$ cat src/rtl/sx_pkg.sv
package sx_pkg;
  localparam int SX_LANE = 8;
  typedef enum logic [1:0] {ST_IDLE, ST_LOAD, ST_SHIFT, ST_DONE} sx_state_t;
endpackage

$ cat src/rtl/sx_tick.sv
module sx_tick #(
  parameter int DIV_OPTS = 6
) (
  input  logic       clk,
  input  logic       rst,
  input  logic       run,
  input  logic [2:0] sel,
  output logic       tick
);
  localparam int CNTW = DIV_OPTS;

  logic [CNTW-1:0] cnt;
  logic [CNTW-1:0] lim;
  logic [2:0]      sel_c;

  always_comb begin
    sel_c = (sel > 3'(DIV_OPTS - 1)) ? 3'(DIV_OPTS - 1) : sel;
    lim   = (CNTW'(1) << sel_c) - CNTW'(1);
  end

  assign tick = run && (cnt == lim);

  always_ff @(posedge clk) begin
    if (rst || !run || tick) cnt <= '0;
    else                     cnt <= cnt + CNTW'(1);
  end
endmodule

$ cat src/rtl/sx_port_bank.sv
module sx_port_bank import sx_pkg::*; #(
  parameter int PORTS = 8
) (
  input  logic                       clk,
  input  logic                       rst,
  input  logic                       wr_en,
  input  logic [$clog2(PORTS)-1:0]   wr_port,
  input  logic [7:0]                 wr_data,
  input  logic [$clog2(PORTS)-1:0]   rd_port,
  output logic [7:0]                 rd_data,
  input  logic                       upd,
  input  logic [PORTS-1:0]           upd_mask,
  input  logic [PORTS*SX_LANE-1:0]   upd_val,
  output logic [PORTS*SX_LANE-1:0]   wr_flat,
  output logic [PORTS*SX_LANE-1:0]   rd_flat
);
  always_ff @(posedge clk) begin
    if (rst) begin
      wr_flat <= '0;
      rd_flat <= '0;
      rd_data <= '0;
    end else begin
      for (int p = 0; p < PORTS; p++) begin
        if (wr_en && (int'(wr_port) == p)) wr_flat[p*SX_LANE +: SX_LANE] <= wr_data;
        if (upd && upd_mask[p])
          rd_flat[p*SX_LANE +: SX_LANE] <= upd_val[p*SX_LANE +: SX_LANE];
      end
      rd_data <= rd_flat[int'(rd_port)*SX_LANE +: SX_LANE];
    end
  end
endmodule

$ cat src/rtl/sx_frame_seq.sv
module sx_frame_seq import sx_pkg::*; #(
  parameter int PORTS = 8
) (
  input  logic                         clk,
  input  logic                         rst,
  input  logic                         enable,
  input  logic                         periodic,
  input  logic [7:0]                   cfg,
  input  logic [2:0]                   div_sel,
  input  logic [PORTS*SX_LANE-1:0]     wr_flat,
  input  logic                         sdi,
  input  logic                         tick,
  output logic                         run,
  output logic [2:0]                   sel_q,
  output logic                         sclk,
  output logic                         load_n,
  output logic                         sdo,
  output logic                         frame_done,
  output logic                         upd,
  output logic [PORTS-1:0]             upd_mask,
  output logic [PORTS*SX_LANE-1:0]     upd_val,
  output logic [$clog2(PORTS+1)-1:0]   oc_q
);
  localparam int BITS = PORTS * SX_LANE;
  localparam int CW   = $clog2(BITS + 1);
  localparam int PCW  = $clog2(PORTS + 1);

  function automatic logic [PCW-1:0] clamp_cnt(input logic [3:0] n);
    return (int'(n) > PORTS) ? PCW'(PORTS) : PCW'(n);
  endfunction

  function automatic logic [BITS-1:0] lane_mask(input logic [PCW-1:0] n);
    logic [BITS-1:0] m;
    for (int p = 0; p < PORTS; p++)
      m[p*SX_LANE +: SX_LANE] = (p < int'(n)) ? {SX_LANE{1'b1}} : {SX_LANE{1'b0}};
    return m;
  endfunction

  sx_state_t       st;
  logic            ph;
  logic            shot;
  logic [CW-1:0]   bcnt, nbits;
  logic [PCW-1:0]  ic_q;
  logic [BITS-1:0] out_sh, in_sh;

  logic [PCW-1:0]  oc_n, ic_n, mx_n;
  logic [CW-1:0]   nb_n;
  logic [BITS-1:0] out_n;

  always_comb begin
    oc_n  = clamp_cnt(cfg[7:4]);
    ic_n  = clamp_cnt(cfg[3:0]);
    mx_n  = (oc_n > ic_n) ? oc_n : ic_n;
    nb_n  = CW'(mx_n) << 3;
    out_n = (wr_flat & lane_mask(oc_n)) << (BITS - int'(nb_n));
    for (int p = 0; p < PORTS; p++) upd_mask[p] = (p < int'(ic_q));
    upd_val = in_sh >> (int'(nbits) - (int'(ic_q) << 3));
  end

  assign run = (st == ST_LOAD) || (st == ST_SHIFT);
  assign upd = (st == ST_DONE);

  always_ff @(posedge clk) begin
    if (rst) begin
      st <= ST_IDLE; ph <= 1'b0; shot <= 1'b0;
      bcnt <= '0; nbits <= '0; oc_q <= '0; ic_q <= '0; sel_q <= '0;
      out_sh <= '0; in_sh <= '0;
      sclk <= 1'b0; load_n <= 1'b1; sdo <= 1'b0; frame_done <= 1'b0;
    end else begin
      frame_done <= 1'b0;
      if (!enable) shot <= 1'b0;
      unique case (st)
        ST_IDLE: if (enable && (periodic || !shot)) begin
          oc_q   <= oc_n;
          ic_q   <= ic_n;
          nbits  <= nb_n;
          sel_q  <= div_sel;
          out_sh <= out_n;
          load_n <= 1'b0;
          ph     <= 1'b0;
          st     <= ST_LOAD;
        end
        ST_LOAD: if (tick) begin
          if (!ph) ph <= 1'b1;
          else begin
            ph     <= 1'b0;
            load_n <= 1'b1;
            bcnt   <= '0;
            if (nbits == '0) st <= ST_DONE;
            else begin
              st     <= ST_SHIFT;
              sdo    <= out_sh[BITS-1];
              out_sh <= out_sh << 1;
            end
          end
        end
        ST_SHIFT: if (tick) begin
          if (!ph) begin
            ph    <= 1'b1;
            sclk  <= 1'b1;
            in_sh <= {in_sh[BITS-2:0], sdi};
          end else begin
            ph   <= 1'b0;
            sclk <= 1'b0;
            if (bcnt == nbits - CW'(1)) begin
              st  <= ST_DONE;
              sdo <= 1'b0;
            end else begin
              bcnt   <= bcnt + CW'(1);
              sdo    <= out_sh[BITS-1];
              out_sh <= out_sh << 1;
            end
          end
        end
        ST_DONE: begin
          st         <= ST_IDLE;
          frame_done <= 1'b1;
          shot       <= 1'b1;
        end
        default: st <= ST_IDLE;
      endcase
    end
  end
endmodule

$ cat src/rtl/serial_io_expander.sv
module serial_io_expander import sx_pkg::*; #(
  parameter int PORTS    = 8,
  parameter int DIV_OPTS = 6
) (
  input  logic                      clk,
  input  logic                      rst,
  input  logic                      enable,
  input  logic                      periodic,
  input  logic [7:0]                port_cfg,
  input  logic [2:0]                div_sel,
  input  logic                      wr_en,
  input  logic [$clog2(PORTS)-1:0]  wr_port,
  input  logic [7:0]                wr_data,
  input  logic [$clog2(PORTS)-1:0]  rd_port,
  output logic [7:0]                rd_data,
  output logic                      sdo,
  input  logic                      sdi,
  output logic                      sclk,
  output logic                      load_n,
  output logic                      frame_done
);
  localparam int BITS = PORTS * SX_LANE;
  localparam int PCW  = $clog2(PORTS + 1);

  logic            tick, run, upd;
  logic [2:0]      sel_q;
  logic [PORTS-1:0] upd_mask;
  logic [BITS-1:0] upd_val, wr_flat, rd_flat;
  logic [PCW-1:0]  oc_q;

  sx_tick #(.DIV_OPTS(DIV_OPTS)) u_tick (
    .clk(clk), .rst(rst), .run(run), .sel(sel_q), .tick(tick)
  );

  sx_frame_seq #(.PORTS(PORTS)) u_seq (
    .clk(clk), .rst(rst), .enable(enable), .periodic(periodic),
    .cfg(port_cfg), .div_sel(div_sel), .wr_flat(wr_flat), .sdi(sdi),
    .tick(tick), .run(run), .sel_q(sel_q), .sclk(sclk), .load_n(load_n),
    .sdo(sdo), .frame_done(frame_done), .upd(upd), .upd_mask(upd_mask),
    .upd_val(upd_val), .oc_q(oc_q)
  );

  sx_port_bank #(.PORTS(PORTS)) u_bank (
    .clk(clk), .rst(rst), .wr_en(wr_en), .wr_port(wr_port), .wr_data(wr_data),
    .rd_port(rd_port), .rd_data(rd_data), .upd(upd), .upd_mask(upd_mask),
    .upd_val(upd_val), .wr_flat(wr_flat), .rd_flat(rd_flat)
  );
endmodule

$ cat config.mk
export PLATFORM = sky130hd
export DESIGN_NAME = serial_io_expander
export DESIGN_NICKNAME = d
export VERILOG_FILES = /design/src/rtl/sx_pkg.sv /design/src/rtl/sx_tick.sv /design/src/rtl/sx_port_bank.sv /design/src/rtl/sx_frame_seq.sv /design/src/rtl/serial_io_expander.sv
export SDC_FILE = /design/constraint.sdc
export NUM_CORES = 1
export LEC_CHECK = 0
export BUFFER_PORTS_ARGS = -buffer_cell sky130_fd_sc_hd__buf_2
export CORE_ASPECT_RATIO = 1.1
export CORE_MARGIN = 3
export CORE_UTILIZATION = 35
export CTS_BUF_LIST = sky130_fd_sc_hd__clkbuf_4
export DETAILED_ROUTE_END_ITERATION = 10
export MAX_ROUTING_LAYER = met4
export PLACE_DENSITY = 0.49
export SYNTH_ARGS = -nofsm -noshare
export SYNTH_HDL_FRONTEND = slang
export SYNTH_HIERARCHICAL = 1
export SYNTH_SLANG_ARGS = --single-unit
$ cat constraint.sdc
create_clock -name clk -period 5.3 [get_ports clk]
set_clock_uncertainty 0.15 [all_clocks]
set_input_delay 1.06 -clock clk [delete_from_list [all_inputs] [get_ports clk]]
set_output_delay 1.06 -clock clk [all_outputs]
set_load 0.02 [all_outputs]
# == After elaboration in Yosys (flattened, before gate mapping) ==
# Cells that the tools add are included.
# totals
ff_bits,296
in_bits,31
output_inout_bits,12
word_cells,177
# op_classes
addsub,6
order_cmp,20
eq_ne,22
n_shift,4
mux,51
n_bitwise,2
reduce_logical,41
# ops
cell,n
64-bit 2-to-1 mux,7
64-bit case mux with 3 select lines,1
64-bit AND,1
8-bit 2-to-1 mux,8
64-bit by 7-bit variable part select with 8-bit output,1
64-bit by 32-bit << shifter with 64-bit output,1
64-bit by 32-bit >> shifter with 64-bit output,1
7-bit 2-to-1 mux,5
"3-bit by 4-bit less-than comparator with 1-bit output, first input constant",8
1-bit logical AND,18
6-bit AND reduction,3
"1-bit by 4-bit less-than comparator with 1-bit output, first input constant",4
"2-bit by 4-bit less-than comparator with 1-bit output, first input constant",4
1-bit 2-to-1 mux,15
7-bit case mux with 2 select lines,1
"3-bit equality test, second input constant",4
2-bit 2-to-1 mux,6
4-bit 2-to-1 mux,3
"2-bit by 1-bit inequality test with 1-bit output, second input constant",5
"2-bit inequality test, second input constant",5
"4-bit greater-than comparator, second input constant",2
2-bit case mux with 4 select lines,1
8-bit AND reduction,1
7-bit by 7-bit subtractor with 8-bit output,1
other kinds (28),40

# == Logic depth before layout (Yosys ltp) ==
# logic_depth
ltp_word,8
mapped_depth,22
mapped_depth_nobuf,17

# == Hierarchy ==
# The synthesis kept the hierarchy.
# by_module_without_submodules
module,n_inst,cells_per_inst,area_per_inst_um2,seq_area_each_um2
sx_frame_seq,1,1506,11029.3,3163.0
sx_port_bank,1,605,5393.9,2722.6
sx_tick,1,37,346.6,120.1

# == Worst setup path after synthesis ==
# No wires, ideal clock.
# synth_path
path_type,input to register
from,input port_cfg[7]
to,register u_seq.out_sh[40]
setup_time_ns,0.103
arrival_time_ns,4.948
t_required_ns,5.047
path_slack_ns,0.099
path_stages,19
path_buffers,5
path_cell_list,nand2b_1 inv_1 ha_1 nand4b_1 or2_1 buf_6 a311o_1 buf_6 inv_4 buf_4 buf_2 ha_1 and2_1 o2111ai_1 and4_1 clkbuf_1 nor3_1 a22oi_1 a2111oi_2
# synth_between
elab_chain_len,8
elab_cells_between_ends,25
cone_classes,add/sub: 1; order compare: 10; shift: 1; mux: 12; bitwise: 1
# synth_rtl
element,line,source
from (decl),serial_io_expander.sv:9,"input logic [7:0] port_cfg,"
4-bit greater-than comparator (*),sx_frame_seq.sv:29,return (int'(n) > PORTS) ? PCW'(PORTS) : PCW'(n);
4-bit 2-to-1 mux (*),sx_frame_seq.sv:29,
named net u_seq.oc_n[2],sx_frame_seq.sv:46,"logic [PCW-1:0] oc_n, ic_n, mx_n;"
"4-bit greater-than comparator, or another cell as far along",sx_frame_seq.sv:53,mx_n = (oc_n > ic_n) ? oc_n : ic_n;
4-bit 2-to-1 mux or 8-bit 2-to-1 mux (tied branches),"sx_frame_seq.sv:53, sx_frame_seq.sv:35",
7-bit by 7-bit subtractor with 8-bit output or 64-bit AND (tied branches),sx_frame_seq.sv:55,out_n = (wr_flat & lane_mask(oc_n)) << (BITS - int'(nb_n));
64-bit by 32-bit << shifter with 64-bit output (*),sx_frame_seq.sv:55,
64-bit 2-to-1 mux (*),sx_frame_seq.sv:73,ST_IDLE: if (enable && (periodic || !shot)) begin
64-bit case mux with 3 select lines (*),sx_frame_seq.sv:72,unique case (st)
to (signal assigned),sx_frame_seq.sv:78,out_sh <= out_n;
to (signal assigned),sx_frame_seq.sv:93,out_sh <= out_sh << 1;
to (signal assigned),sx_frame_seq.sv:111,out_sh <= out_sh << 1;
to (decl),sx_frame_seq.sv:44,"logic [BITS-1:0] out_sh, in_sh;"
# Mark *: on every way through the listed nets, which the timed path passes. The rest lies on a longest branch. The select of a mux whose other input is x is not followed.
# A chain may end at the register's enable or synchronous reset.

# == Final worst setup path ==
# layout_path
from,input port_cfg[7]
to,register u_seq.out_sh[43]
# layout_between
elab_chain_len,8
elab_cells_between_ends,25
cone_classes,add/sub: 1; order compare: 10; shift: 1; mux: 12; bitwise: 1
# layout_rtl
element,line
4-bit greater-than comparator,sx_frame_seq.sv:29
4-bit 2-to-1 mux (*),sx_frame_seq.sv:29
"4-bit greater-than comparator, or another cell as far along",sx_frame_seq.sv:53
4-bit 2-to-1 mux or 8-bit 2-to-1 mux (tied branches),"sx_frame_seq.sv:53, sx_frame_seq.sv:35"
7-bit by 7-bit subtractor with 8-bit output or 64-bit AND (tied branches),sx_frame_seq.sv:55
64-bit by 32-bit << shifter with 64-bit output (*),sx_frame_seq.sv:55
64-bit 2-to-1 mux (*),sx_frame_seq.sv:73
64-bit case mux with 3 select lines (*),sx_frame_seq.sv:72
# Mark *: on every way between the ends. The rest lies on a longest branch, timed or not. The select of a mux whose other input is x is not followed.

==> metrics.csv <==
metric;value;unit
outcome;finished clean;
numPortBuffers;42;
power.density;441;mW/mm2
syn-num-nets;2182;
routedLengthMet1;24700;um
design.die.area;0.0502;mm2
slew_headroom;29.0;%
slowest_delay;400;ps
r2r-end;u_seq/out_sh[58]$_SDFFE_PP0P_;
cts_buffers;84;
drtPass1Iterations;5;
period_needed;4420;ps
crit_chain;buf_2, buf_4, nand2b_1, ha_1, nand3_1, a21o_1, a21oi_1, nor2_1, a21oi_1, ha_1, and2_1, o2111ai_1, and4_1, buf_4, nor2_1, a221oi_1, a2111oi_2;
grt_overflow;0;
worst_path_max_delay_cell;nor2_1;
finalNonFillerCells;2819;
endpoint;u_seq/out_sh[43]$_SDFFE_PP0P_;
path_clk_slew;60;ps
cp.required;5800;ps
drt_iter0_markers;1364;
netlist_area;0.0166;mm2
core-area;0.0468;mm2
cp.depth;17;
hp-class;flop to flop;
rsz0062_at_grt;no;
tns;0;ps
ant_nets;0;
wl_per_cell;20.1;um
crit_path_max_fanout;16;
die_w;214;um
arrival;4920;ps
syn_to_final_growth;10.7;%
num_rows;83;
setup_violations;0;
dp_cells;2667;
p_leak;6.69;nW
cts-htree-levels;3;
dpl.hpwl;39600;um
wl;56800;um
critPathCaptureType;flop;
max_freq;0.226;GHz
drive_gt1_share;13.9;%
route.detailed.drc;0;
ctsResizeCount;0;
postSynthAreaPerCell;7.80;um2
startpoint;port_cfg[7];
critPathLaunchType;input pin;
min_period_over_period;83.4;%
worstMarginPinSlew;1060;ps
grt_antenna_before_repair;1;
ff2ff_path_depth;13;
min_from;u_bank/rd_flat[42]$_SDFFE_PP0P_;
io_pins;43;
vias;15700;
hold_viol_final;0;
syn_inst;2132;
die_y;235;um
ir_drop;0.289;mV
grt_pass1_vias;15000;
grt_max_degree;123;
wl_met2;27000;um
viasPerCell;5.58;
cts.sinks;296;
crit_buf_inv;3;
crit_family;compound AO/OA/AOI/OAI gates;
top_layer_used;met4;
r2r-start;u_seq/st[1]$_SDFFE_PP0P_;
cts_setup_buffers;0;
final_area;0.0184;mm2
cts_tree;yes;
cts-root-buf;clkbuf_4;
hold_buffers;0;
clockBufferDepth;3;
drv_slew;0;
ys_warn_count;6;
r2r_setup_slack;1130;ps
grt_usage;22.9;%
criticalPathCategory;input pin to flop;
wl_met3;3140;um
placed_cell_area;0.0172;mm2
layout.nets;2166;
maxCapViolCount;0;
clock_latency;810;ps
grt_pass1_wl;87900;um
gp_congestion;0.988;
initial_core_util;35.5;%
## worst min path at each step
stage,endpoint,slack (ps),depth (start not counted)
after global routing,u_bank/rd_flat[20]$_SDFFE_PP0P_,320,2
after floorplan,u_bank/rd_flat[24]$_SDFFE_PP0P_,280,2
after detailed placement,u_bank/rd_flat[42]$_SDFFE_PP0P_,300,2
after global placement,u_bank/rd_flat[48]$_SDFFE_PP0P_,290,2
final,u_bank/rd_flat[42]$_SDFFE_PP0P_,300,2
after CTS,u_seq/in_sh[0]$_SDFFE_PP0P_,270,3
## worst min-delay path: stages, from the launching register on
cell and delay (ps):
dfxtp_1 310, nand2_1 50, a21oi_1 50
## registers in the layout, indices dropped and copies added (netlist names), 4 cells and up
signal          count
u_tick/cnt          6
u_bank/wr_flat     64
u_seq/nbits         4
u_bank/rd_flat     64
u_seq/out_sh       64
u_seq/in_sh        64
u_bank/rd_data      8
u_seq/bcnt          7
u_seq/ic_q          4
## power breakdown
part | switching (W) | total [W] | leakage, nW | internal, W
logic | 0.00225 | 0.00326 | 3.61 | 0.00101
clock network | 0.00101 | 0.00230 | 0.679 | 0.00129
registers | 0.000139 | 0.00255 | 2.40 | 0.00242
## through the flow
stage                     worst slack, ps  hold slack (ps)  utilization, %  power [W]
after floorplan                       113              282               -    0.00501
after global placement                272              292            36.8    0.00580
after detailed placement              192              295            36.8    0.00583
after CTS                            1060              267            39.3    0.00820
after global routing                  617              321            39.3    0.00869
final                                 878              300            39.3    0.00812
## per-layer routing
layer,GRT usage [%],vias to the layer above
met5,-,-
met4,8.99,0
met2,35.8,477
met1,29.4,7529
li1,-,7610
met3,4.05,113
## layout make-up
class	instances	area (um2)
tap	637	797
antenna	1	2.50
clock inverter	23	201
inverter	34	130
sequential	296	5930
timing repair buffer	86	576
clock buffer	128	961
fill	4968	28400
multi-input combinational	1614	9820
## layout by cell type, fill, tap and decap left out, types with 15 or more instances in the layout
master / count
clkbuf_4: 128
nor3_1: 81
mux2i_1: 116
a21oi_1: 253
a211oi_1: 40
dfxtp_1: 296
nand3_1: 96
a31oi_1: 18
buf_4: 42
inv_1: 33
o21ai_0: 27
clkinv_1: 16
a221oi_1: 26
mux4_2: 17
mux2_2: 25
buf_2: 41
nand2_1: 429
a22oi_1: 18
nor2_1: 197
ha_1: 15
Note: power is estimated with default switching activity, not from simulation.
